### config.mk
export PLATFORM = sky130hd
export DESIGN_NAME = evt_liveness_mon
export DESIGN_NICKNAME = d
export VERILOG_FILES = /design/src/rtl/elm_pkg.sv /design/src/rtl/elm_window_timer.sv /design/src/rtl/elm_src_lane.sv /design/src/rtl/evt_liveness_mon.sv
export SDC_FILE = /design/constraint.sdc
export NUM_CORES = 1
export LEC_CHECK = 0
export ABC_CLOCK_PERIOD_IN_PS = 14450
export BUFFER_PORTS_ARGS = -buffer_cell sky130_fd_sc_hd__buf_2
export CAP_MARGIN = 20
export CORE_ASPECT_RATIO = 0.7
export CORE_MARGIN = 2
export CORE_UTILIZATION = 35
export CTS_BUF_LIST = sky130_fd_sc_hd__clkbuf_8
export DETAILED_ROUTE_END_ITERATION = 8
export PLACE_DENSITY = 0.63
export SYNTH_ARGS = -nofsm -noshare
export SYNTH_HDL_FRONTEND = slang
export SYNTH_SLANG_ARGS = --single-unit
### constraint.sdc
create_clock -name clk -period 14.45 [get_ports clk]
set_input_delay 4.335 -clock clk [delete_from_list [all_inputs] [get_ports clk]]
set_output_delay 4.335 -clock clk [all_outputs]
set_load 0.01 [all_outputs]
### src/rtl/elm_pkg.sv
package elm_pkg;
  // saturating increment used by the per-source window counters
  function automatic logic [31:0] sat_inc32(input logic [31:0] v, input logic [31:0] lim);
    return (v >= lim) ? lim : v + 32'd1;
  endfunction
endpackage

### src/rtl/elm_window_timer.sv
module elm_window_timer #(
  parameter int PER_W = 16
) (
  input  logic             clk,
  input  logic             rst_n,
  input  logic [PER_W-1:0] period_i,
  output logic             win_end_o
);
  logic [PER_W-1:0] tmr_q, tmr_d;
  logic [PER_W-1:0] last_idx;
  logic             wrap;

  always_comb begin
    last_idx = (period_i == '0) ? '0 : period_i - 1'b1;
    wrap     = (tmr_q >= last_idx);
    tmr_d    = wrap ? '0 : tmr_q + 1'b1;
  end

  always_ff @(posedge clk or negedge rst_n) begin
    if (!rst_n) tmr_q <= '0;
    else        tmr_q <= tmr_d;
  end

  assign win_end_o = wrap;

  // after a check point the next window starts from its first cycle
  assert_restart_R2: assert property (@(posedge clk) disable iff (!rst_n)
    (win_end_o && period_i > 1 && $stable(period_i)) |=> !win_end_o || $changed(period_i));
endmodule

### src/rtl/elm_src_lane.sv
module elm_src_lane #(
  parameter int CNT_W = 4
) (
  input  logic             clk,
  input  logic             rst_n,
  input  logic             evt_i,
  input  logic             en_i,
  input  logic [CNT_W-1:0] max_i,
  input  logic             win_end_i,
  output logic             seen_o,
  output logic             miss_o,
  output logic             burst_o,
  output logic             hit_o
);
  import elm_pkg::*;
  localparam logic [CNT_W-1:0] CNT_TOP = {CNT_W{1'b1}};

  logic [CNT_W-1:0] cnt_q, cnt_d, base;
  logic             seen_q, seen_d;
  logic             miss_q, miss_d, burst_q, burst_d;
  logic             miss_det, burst_det;
  logic [31:0]      inc32;

  always_comb begin
    // an event on the check-point cycle belongs to the new window
    base      = win_end_i ? '0 : cnt_q;
    miss_det  = win_end_i && en_i && !seen_q;
    burst_det = evt_i && en_i && (base >= max_i);
    inc32     = sat_inc32(32'(base), 32'(CNT_TOP));
    cnt_d     = evt_i ? inc32[CNT_W-1:0] : base;
    seen_d    = win_end_i ? evt_i : (seen_q | evt_i);
    miss_d    = miss_q | miss_det;
    burst_d   = burst_q | burst_det;
  end

  always_ff @(posedge clk or negedge rst_n) begin
    if (!rst_n) begin
      cnt_q   <= '0;
      seen_q  <= 1'b0;
      miss_q  <= 1'b0;
      burst_q <= 1'b0;
    end else begin
      cnt_q   <= cnt_d;
      seen_q  <= seen_d;
      miss_q  <= miss_d;
      burst_q <= burst_d;
    end
  end

  assign seen_o  = seen_q;
  assign miss_o  = miss_q;
  assign burst_o = burst_q;
  assign hit_o   = miss_det | burst_det;

  assert_seen_hold_R3: assert property (@(posedge clk) disable iff (!rst_n)
    (seen_q && !win_end_i) |=> seen_q);
  assert_clear_R4: assert property (@(posedge clk) disable iff (!rst_n)
    (win_end_i && !evt_i) |=> !seen_q);
  assert_miss_cause_R5: assert property (@(posedge clk) disable iff (!rst_n)
    $rose(miss_q) |-> $past(en_i && win_end_i));
  assert_burst_cause_R7: assert property (@(posedge clk) disable iff (!rst_n)
    $rose(burst_q) |-> $past(en_i && evt_i));
  assert_sticky_R9: assert property (@(posedge clk) disable iff (!rst_n)
    (miss_q || burst_q) |=> (miss_q || burst_q));
  assert_no_wrap_R10: assert property (@(posedge clk) disable iff (!rst_n)
    (cnt_q == CNT_TOP && evt_i && !win_end_i) |=> cnt_q == CNT_TOP);
endmodule

### src/rtl/evt_liveness_mon.sv
module evt_liveness_mon #(
  parameter int NSRC  = 4,
  parameter int CNT_W = 4,
  parameter int PER_W = 16
) (
  input  logic                  clk,
  input  logic                  rst_n,
  input  logic [NSRC-1:0]       evt_i,
  input  logic [NSRC-1:0]       en_i,
  input  logic [PER_W-1:0]      period_i,
  input  logic [NSRC*CNT_W-1:0] max_cnt_i,
  output logic [NSRC-1:0]       seen_o,
  output logic                  win_end_o,
  output logic [NSRC-1:0]       miss_o,
  output logic [NSRC-1:0]       burst_o,
  output logic                  err_o
);
  logic            win_end;
  logic [NSRC-1:0] hit;
  logic            err_q, err_d;

  elm_window_timer #(.PER_W(PER_W)) u_timer (
    .clk(clk), .rst_n(rst_n), .period_i(period_i), .win_end_o(win_end)
  );

  for (genvar k = 0; k < NSRC; k++) begin : g_lane
    elm_src_lane #(.CNT_W(CNT_W)) u_lane (
      .clk      (clk),
      .rst_n    (rst_n),
      .evt_i    (evt_i[k]),
      .en_i     (en_i[k]),
      .max_i    (max_cnt_i[k*CNT_W +: CNT_W]),
      .win_end_i(win_end),
      .seen_o   (seen_o[k]),
      .miss_o   (miss_o[k]),
      .burst_o  (burst_o[k]),
      .hit_o    (hit[k])
    );
  end

  always_comb err_d = err_q | (|hit);

  always_ff @(posedge clk or negedge rst_n) begin
    if (!rst_n) err_q <= 1'b0;
    else        err_q <= err_d;
  end

  assign err_o     = err_q;
  assign win_end_o = win_end;

  assert_err_match_R8: assert property (@(posedge clk) disable iff (!rst_n)
    err_o == |(miss_o | burst_o));
  assert_err_sticky_R9: assert property (@(posedge clk) disable iff (!rst_n)
    err_o |=> err_o);
endmodule

==> run summary, run 1 <==
The final setup violation count is 0. The number of I/O pins is 56. The number of buffer cells added on primary ports is 55. The initial core utilization is 35.7%. The cell family contributing the most delay on the critical path is simple AND/OR/NAND/NOR gates. In this run the power density over the cells is 136 nW/um2. In this run the worst setup path begins at period_i[11]. The path class of the tightest hold or removal check is flop to flop. IR analysis of the VDD net gives a maximum drop of 46.5 uV. The share of final-layout standard cells stronger than drive strength 1 came out at 18.8%. The post-route antenna net violation count came out at 0. Traced cell by cell, the critical path runs through buf_2, or4_1, nor2_1, nand4_1, and2_1, ha_1, nand2b_1, a31oi_1, o31ai_1, a21oi_4, inv_2, buf_2. The post-synthesis sequential element count came out at 45.

Of all flip-flops after synthesis, the portion carrying an async set or reset was 100%. The net count of the mapped netlist came out at 434. The clock insertion delay at the later pin of the skew report came out at 0.30 ns. The clock period minus worst slack came out at 12.15 ns. The critical path endpoint category is an output port. The top cell types in the final layout, fill and taps aside, are sky130_fd_sc_hd__buf_2 (55), sky130_fd_sc_hd__dfrtp_1 (45), sky130_fd_sc_hd__nand2_1 (42). The library cell with the largest summed area after synthesis is sky130_fd_sc_hd__dfrtp_1.

Setup slack closes at 2.30 ns. The number of buffers on the longest clock path came out at 2. In the global route stage, overall resource usage came out at 13.6%. The number of violations reported at the end of detailed-routing iteration 0 is 87.

The number of synthesized flops with an enable pin came out at 0. Detailed placement finished with a half-perimeter wire length of 5090 um. The max capacitance violation total came out at 0. Entering global routing, the biggest net connects 46 pins. The CTS tree is done. In the final layout, the multi-input gates occupy 1860 um2. The final RePlAce weighted congestion is 0.777.

STA puts the critical path data arrival time at 7.81 ns. The number of resized instances in the post-cts repair step is 0. The area of the core is 9000 um2. The number of global-route vias before repair is 2453. The worst clock skew on the final layout came out at 0.00635 ns. For this block, the routed nets add up to 6510 um of wire. The total count of hold-check failures in the final report is 0. The worst setup path is of the primary input to output port kind. After synthesis, the largest area contributor takes up 35.0% of total cell area. The startpoint identified for the worst hold timing path is g_lane[3].u_lane.miss_o. The number of distinct library cells after synthesis came out at 37. Derived from the worst setup path, the maximum achievable clock frequency is 82.3 MHz. At the pin with the least slew margin, the transition time is 0.584 ns.

The wire length of the first global-routing pass is 11100 um. By instance count, the cell type seen most on the critical path is sky130_fd_sc_hd__buf_2. The number of levels the H-tree was split into came out at 2. The mapped netlist covers 3210 um2. For this run, the number of Yosys warnings is 0.

The share of the cycle needed by the critical path after routing is 84.1%. After detailed routing, the average wire length per cell comes to 12.5 um. The area of the die is 9980 um2. The number of nets in the finished design came out at 479. The buffering stage count on the worst path with inverters included came out at 3. The total global routing overflow is 0. The die outline height is 84.2 um.

The mean instance size in the synthesized netlist is 9.10 um2. On the final layout, the worst hold slack is 0.467 ns. The run finished with clean final reports.

The number of pins exceeding their max-slew limit in the final report is 0. The leading register cell type out of synthesis is sky130_fd_sc_hd__dfrtp_1. On the critical path, the stage with the largest delay is an instance of sky130_fd_sc_hd__or4_1. The area added between synthesis and finish came out at 13.0%. The clock transition at the register clock pins on the worst setup and hold paths after CTS came out at 0.08 ns.

The clock buffer count from CTS came out at 5. In the final layout, flip-flops and latches occupy 1130 um2. The non-filler instance count after layout is 523. The standby leakage power came out at 1.86 nW. The overall via count from detail_route came out at 2520. The floorplan step set the die width to 119 um.

The setup fix buffers added after clock tree synthesis is 0. The final-layout fill cell count is 934. The required arrival time at the worst endpoint came out at 10.11 ns. STA classifies the critical path startpoint as a primary input.

The number of hold buffers added after CTS is 0. The number of placed instances with taps included came out at 514. By area the synthesized netlist is led by sky130_fd_sc_hd__dfrtp_1 (35%), sky130_fd_sc_hd__ha_1 (15%), sky130_fd_sc_hd__nand2_1 (4.9%). The number of sinks handled by clock tree synthesis is 45. The number of rows created at floorplan came out at 29. The worst register-to-register path begins at u_timer.tmr_q[2]. The number of antenna repair diodes came out at 0. Clock tree synthesis selected as its root buffer the cell sky130_fd_sc_hd__clkbuf_8.

The leading cell type in the layout, fill and taps excluded is sky130_fd_sc_hd__buf_2. The total negative slack for setup checks came out at 0 ns. The initial antenna violation count is 0. The largest stage delay on the critical path came out at 0.54 ns. The relative slew slack came out at 61.0%. The sequential element share of the synthesized area came out at 35.0%. Setup repair after global routing left no endpoint under its margin. Along the worst path, the maximum fanout reaches 32. The number of iterations in the first detailed-routing pass is 4. The gate count of the mapped netlist is 353. The count of unresolved DRC violations after routing is 0. Timing analysis after detailed placement gives a worst setup slack of 2.25 ns. The per-cell via count in the routed design came out at 4.82.
cells by family after synthesis:
family          share of synthesized area, %
compound gates                          10.4
xor+xnor                                6.54
fa+ha+maj                               15.2
buf+inv                                 7.09
flops                                   35.0
mux                                     4.05
simple gates                            21.7
synthesized netlist by cell type (all sizes together), types with 6 or more instances:
master	n
nor2b	6
dfrtp	45
a21o	12
xor2	16
buf	17
ha	39
nand4	10
nand2	42
xnor2	8
nor2	33
a21oi	9
nand3	11
nor3	7
inv	25
mux2	8
and2	11
nand2b	8
area by class of cell:
type                       instances  share of cell area, %
tap                              124                   4.27
clock buffer                       7                   2.65
clock inverter                     1                  0.138
inverter                          25                   2.58
multi-input combinational        265                   51.2
sequential                        45                   31.0
timing repair buffer              56                   8.13
where the power goes:
group	total (W)	switching [W]	internal, W
Combinational	0.000207	0.000105	0.000102
Sequential	0.000202	0.0000342	0.000167
Clock	0.0000854	0.0000422	0.0000432
Total	0.000494	0.000181	0.000313
final timing paths:
check,endpoint,slack [ns],depth (start not counted)
worst max-delay path,win_end_o,2.30,12
worst min-delay path,g_lane[3].u_lane.miss_o,0.47,1
worst max register to register,err_o,10.66,13
worst min register to register,g_lane[3].u_lane.miss_o,0.47,1
max in group asynchronous,g_lane[3].u_lane.cnt_q[2],10.08,2
min in group asynchronous,g_lane[1].u_lane.cnt_q[0],3.90,1
flip-flops by register name, indices dropped and copies added, names as in the netlist:
signal	flops
err_o	1
g_lane.u_lane.miss_o	4
g_lane.u_lane.cnt_q	16
u_timer.tmr_q	16
g_lane.u_lane.seen_o	4
g_lane.u_lane.burst_o	4
routing by layer:
| metal | wire length (um) | track usage, % |
|---|---|---|
| met5 | 0 | 0 |
| met4 | 63 | 4.44 |
| met3 | 214 | 3.19 |
| met1 | 3290 | 18.8 |
| met2 | 2950 | 21.1 |
per-stage QoR:
| stage | util, % | cell area, um2 | power (W) |
|---|---|---|---|
| after detailed placement | 39.0 | 3510 | 0.000410 |
| final | 40.4 | 3630 | 0.000494 |
| after CTS | 40.1 | 3610 | 0.000498 |
| after floorplan | - | 3210 | 0.000365 |
| after global routing | 40.4 | 3630 | 0.000543 |
| after global placement | 39.0 | 3510 | 0.000403 |
(Power assumes the default switching activity.)
==> run 2: changes to the inputs <==
ABC_AREA = 1   (was unset)
ABC_CLOCK_PERIOD_IN_PS = 12100   (was 14450)
clock period = 12.1 ns   (was 14.45 ns; I/O delays follow)
==> run summary, run 2 <==
The run finished with clean final reports. The gate count of the mapped netlist came out at 503 (+42%). The post-route antenna net violation count is 0 (unchanged). The total power draw is 0.000641 W (+30%).

STA classifies the critical path endpoint as an output port. The total negative slack for setup checks came out at 0 ns (unchanged). The number of levels the H-tree was split into came to 2 (unchanged). The most used standard cell by instance count after synthesis is sky130_fd_sc_hd__nand2_1. The area share of the largest cell type after synthesis was 30.8% (-4.2 points). The die outline height is 89.5 um (+6.3%). The async set or reset register ratio after synthesis was 100% (unchanged). After layout, the minimum clock period comes to 10.10 ns. In the finished design, the share of the clock period the worst path needs comes to 83.4%. The final setup violation count is 0 (unchanged). The final-layout fill cell count is 1081 (+16%). The number of antenna repair diodes is 0 (unchanged).

The area added between synthesis and finish came out at 12.6%. The cell repeated most along the worst path is sky130_fd_sc_hd__nand2_1. The worst setup path is launched from a primary input. The buffering stage count on the worst path with inverters included is 4 (+1). The synthesized design spends more area on one cell type than any other, namely sky130_fd_sc_hd__dfrtp_1. The number of global-route vias before repair came out at 2964 (+21%).

The clock insertion delay at the later pin of the skew report came to 0.30 ns (about the same). The number of hold buffers added after CTS came to 0 (unchanged). The mean instance size in the synthesized netlist is 7.26 um2 (-20%). The cell area after synthesis came out at 3650 um2 (+14%). The area of the die is 11300 um2 (+13%). The initial antenna violation count came out at 0 (unchanged).

The die outline width came out at 126 um (+6.4%). The largest registers in the layout are g_lane.u_lane.cnt_q: 16 flops, u_timer.tmr_q: 16 flops. The net count of the mapped netlist came out at 584 (+35%).

The number of placed instances with taps included came out at 675 (+31%). The arrival time at the worst endpoint came to 6.47 ns (-1.34 ns). After synthesis, the cell types taking the most area are sky130_fd_sc_hd__dfrtp_1 (31%), sky130_fd_sc_hd__ha_1 (13%), sky130_fd_sc_hd__nand2_1 (11%). The per-cell via count in the routed design is 4.62 (-4.1%). The xor-xnor portion of the synthesized cell area came out at 1.68% (-4.9 points).

The most used flip-flop cell after synthesis is sky130_fd_sc_hd__dfrtp_1. The overall via count from detail_route came out at 3161 (+25%). The worst hold slack came out at 0.465 ns (-0.00181 ns). The number of rows created at floorplan came out at 31 (+6.9%). Sorting the synthesized cells by how often they occur yields sky130_fd_sc_hd__nand2_1 (103), sky130_fd_sc_hd__inv_1 (100), sky130_fd_sc_hd__nor2_1 (46).

The wire length after detailed routing came to 7850 um (+21%). The clock buffer count from CTS came to 5 (unchanged). The pin count of the biggest net entering global routing came out at 46 (unchanged). The post-synthesis sequential element count is 45 (unchanged). The highest net fanout along the worst path came out at 24 (-25%). The required arrival time at the worst endpoint is 8.47 ns (-1.64 ns). The number of buffers on the longest clock path was 2 (unchanged).

The final RePlAce weighted congestion is 0.838 (+7.8%). The path class of the tightest hold or removal check is flop to flop. By area, the combinational part of the netlist is dominated by simple AND/OR/NAND/NOR gates. Setup repair after global routing left no endpoint under its margin.

The total count of hold-check failures in the final report is 0 (unchanged). The share of synthesized area spent on multiplexers came to 0% (-4.0 points). The routed wirelength normalized by instance count is 11.5 um (-7.8%). The number of synthesized flops with an enable pin is 0 (unchanged). The actual transition at the worst max-transition pin was 0.382 ns (-0.201 ns). The share of final-layout standard cells stronger than drive strength 1 is 18.5% (-0.32 points). The number of sinks handled by clock tree synthesis came out at 45 (unchanged).

The area of the core is 10200 um2 (+14%). The max capacitance violation total was 0 (unchanged). The count of unresolved DRC violations after routing came to 0 (unchanged). The number of I/O pins was 56 (unchanged). The number of distinct library cells after synthesis came to 39 (+5.4%). The fraction of the mapped netlist area in simple logic gates came out at 31.7% (+9.9 points). The largest individual stage delay along the critical path comes from the cell sky130_fd_sc_hd__or2_2. The number of violations reported at the end of detailed-routing iteration 0 came out at 152 (+75%). The highest achievable clock rate came out at 99.1 MHz. The wire length of the first global-routing pass came out at 13500 um (+22%). The adder and majority cell fraction of the synthesized area is 13.4% (-1.8 points). The non-filler instance count after layout came out at 684 (+31%).

The largest stage delay on the critical path came out at 0.30 ns (-0.24 ns). The total global routing overflow is 0 (unchanged). Clock tree synthesis selected as its root buffer the cell sky130_fd_sc_hd__clkbuf_8. The number of synthesis warnings is 0 (unchanged). The post-detailed-placement half-perimeter wirelength is 6280 um (+23%). The sequential element share of the synthesized area came to 30.8% (-4.2 points). The total power divided by cell area came out at 156 nW/um2 (+15%).

Grouping stages by cell kind, the critical path spends the most delay in simple AND/OR/NAND/NOR gates. The maximum vdd drop is 51.2 uV (+10%). The standby leakage power is 2.32 nW (+25%).

The overall fraction of global-route tracks in use is 14.4% (+0.80 points). The setup fix buffers added after clock tree synthesis is 0 (unchanged). The library cells used most frequently in the layout, excluding fill and tap cells, are sky130_fd_sc_hd__nand2_1 (103), sky130_fd_sc_hd__inv_1 (101), sky130_fd_sc_hd__buf_2 (55). The leading cell type in the layout, fill and taps excluded is sky130_fd_sc_hd__nand2_1. The number of pins exceeding their max-slew limit in the final report came to 0 (unchanged).

The clock transition at the register clock pins on the worst setup and hold paths after CTS is 0.08 ns (about the same). The number of resized instances in the post-cts repair step came out at 0 (unchanged). The worst clock skew on the final layout came to 0.00646 ns (+0.000111 ns).

The number of nets in the finished design came out at 632 (+32%). Walking the worst path, the cells encountered are buf_2, inv_1, ha_1, inv_1, or2_2, nor2_4, nand2_1, nor2_1, nand3_1, o21ai_0, a21o_1, ha_1, nand2_1, o21bai_1, nand2_1, a21oi_4, nand2_4, buf_2. The critical path is of the primary input to output port type. The register-to-register path setup slack is 8.97 ns (-1.69 ns).

TritonCTS built the clock tree. The initial core utilization is 35.7% (about the same). The relative slew slack is 74.5% (+13 points). The number of buffer cells added on primary ports came out at 55 (unchanged). The compound-cell area share of the yosys netlist is 8.56% (-1.8 points). The number of iterations in the first detailed-routing pass is 4 (unchanged).
run 2: changes by cell type after synthesis, sizes merged, moves of 12 or more:
cell / before / now
a21oi: 9 / 21
inv: 25 / 100
nand2: 42 / 107
nand3: 11 / 38
nor2: 33 / 60
o21ai: 4 / 17
run 2: cell type report:
cell class | count | area [um2] | area share [%]
multi-input combinational | 340 | 2020 | 49.1
sequential | 45 | 1130 | 27.4
inverter | 102 | 383 | 9.31
timing repair buffer | 57 | 303 | 7.36
tap | 132 | 165 | 4.02
clock buffer | 6 | 82.6 | 2.01
clock inverter | 2 | 33.8 | 0.821
run 2: worst paths after layout:
path	startpoint	to	cells past startpoint
worst max-delay path	period_i[0]	win_end_o	18
worst min-delay path	g_lane[3].u_lane.burst_o	g_lane[3].u_lane.burst_o	2
worst max register to register	u_timer.tmr_q[13]	err_o	17
worst min register to register	g_lane[3].u_lane.burst_o	g_lane[3].u_lane.burst_o	2
max in group asynchronous	rst_n	u_timer.tmr_q[9]	2
min in group asynchronous	rst_n	g_lane[3].u_lane.cnt_q[2]	1
run 2: logic make-up after synthesis:
kind of cell	after synthesis
simple gates	241
buf+inv	118
compound gates	53
flops	45
fa+ha+maj	39
xor+xnor	7
run 2: through the flow:
step	setup WS [ns]	utilization, %	instance area (um2)
5_1_grt	1.71	40.2	4110
3_5_place_dp	2.03	38.8	3980
3_3_place_gp	2.17	38.8	3980
4_1_cts	2.02	40.0	4090
6_report	2.00	40.2	4110
2_1_floorplan	2.51	-	3650
run 2: power breakdown:
part | internal, W | switching (W)
logic | 0.000120 | 0.000172
registers | 0.000192 | 0.0000380
clock network | 0.0000666 | 0.0000526
total | 0.000379 | 0.000263
run 2: per-layer routing:
metal / wire, um / track usage, % / share of wire (%) / up-vias
met1: 4070 / 20.5 / 52 / 1433
met3: 229 / 2.81 / 2.9 / 7
met4: 57 / 2.70 / 0.73 / 0
met5: 0 / 0 / 0 / -
met2: 3500 / 23.1 / 45 / 37
li1: - / - / - / 1684
run 2: worst min-delay path, cell delays in order, from the launching register on:
cell                      delay, ns
sky130_fd_sc_hd__dfrtp_1       0.34
sky130_fd_sc_hd__inv_1         0.04
sky130_fd_sc_hd__nand2_1       0.05
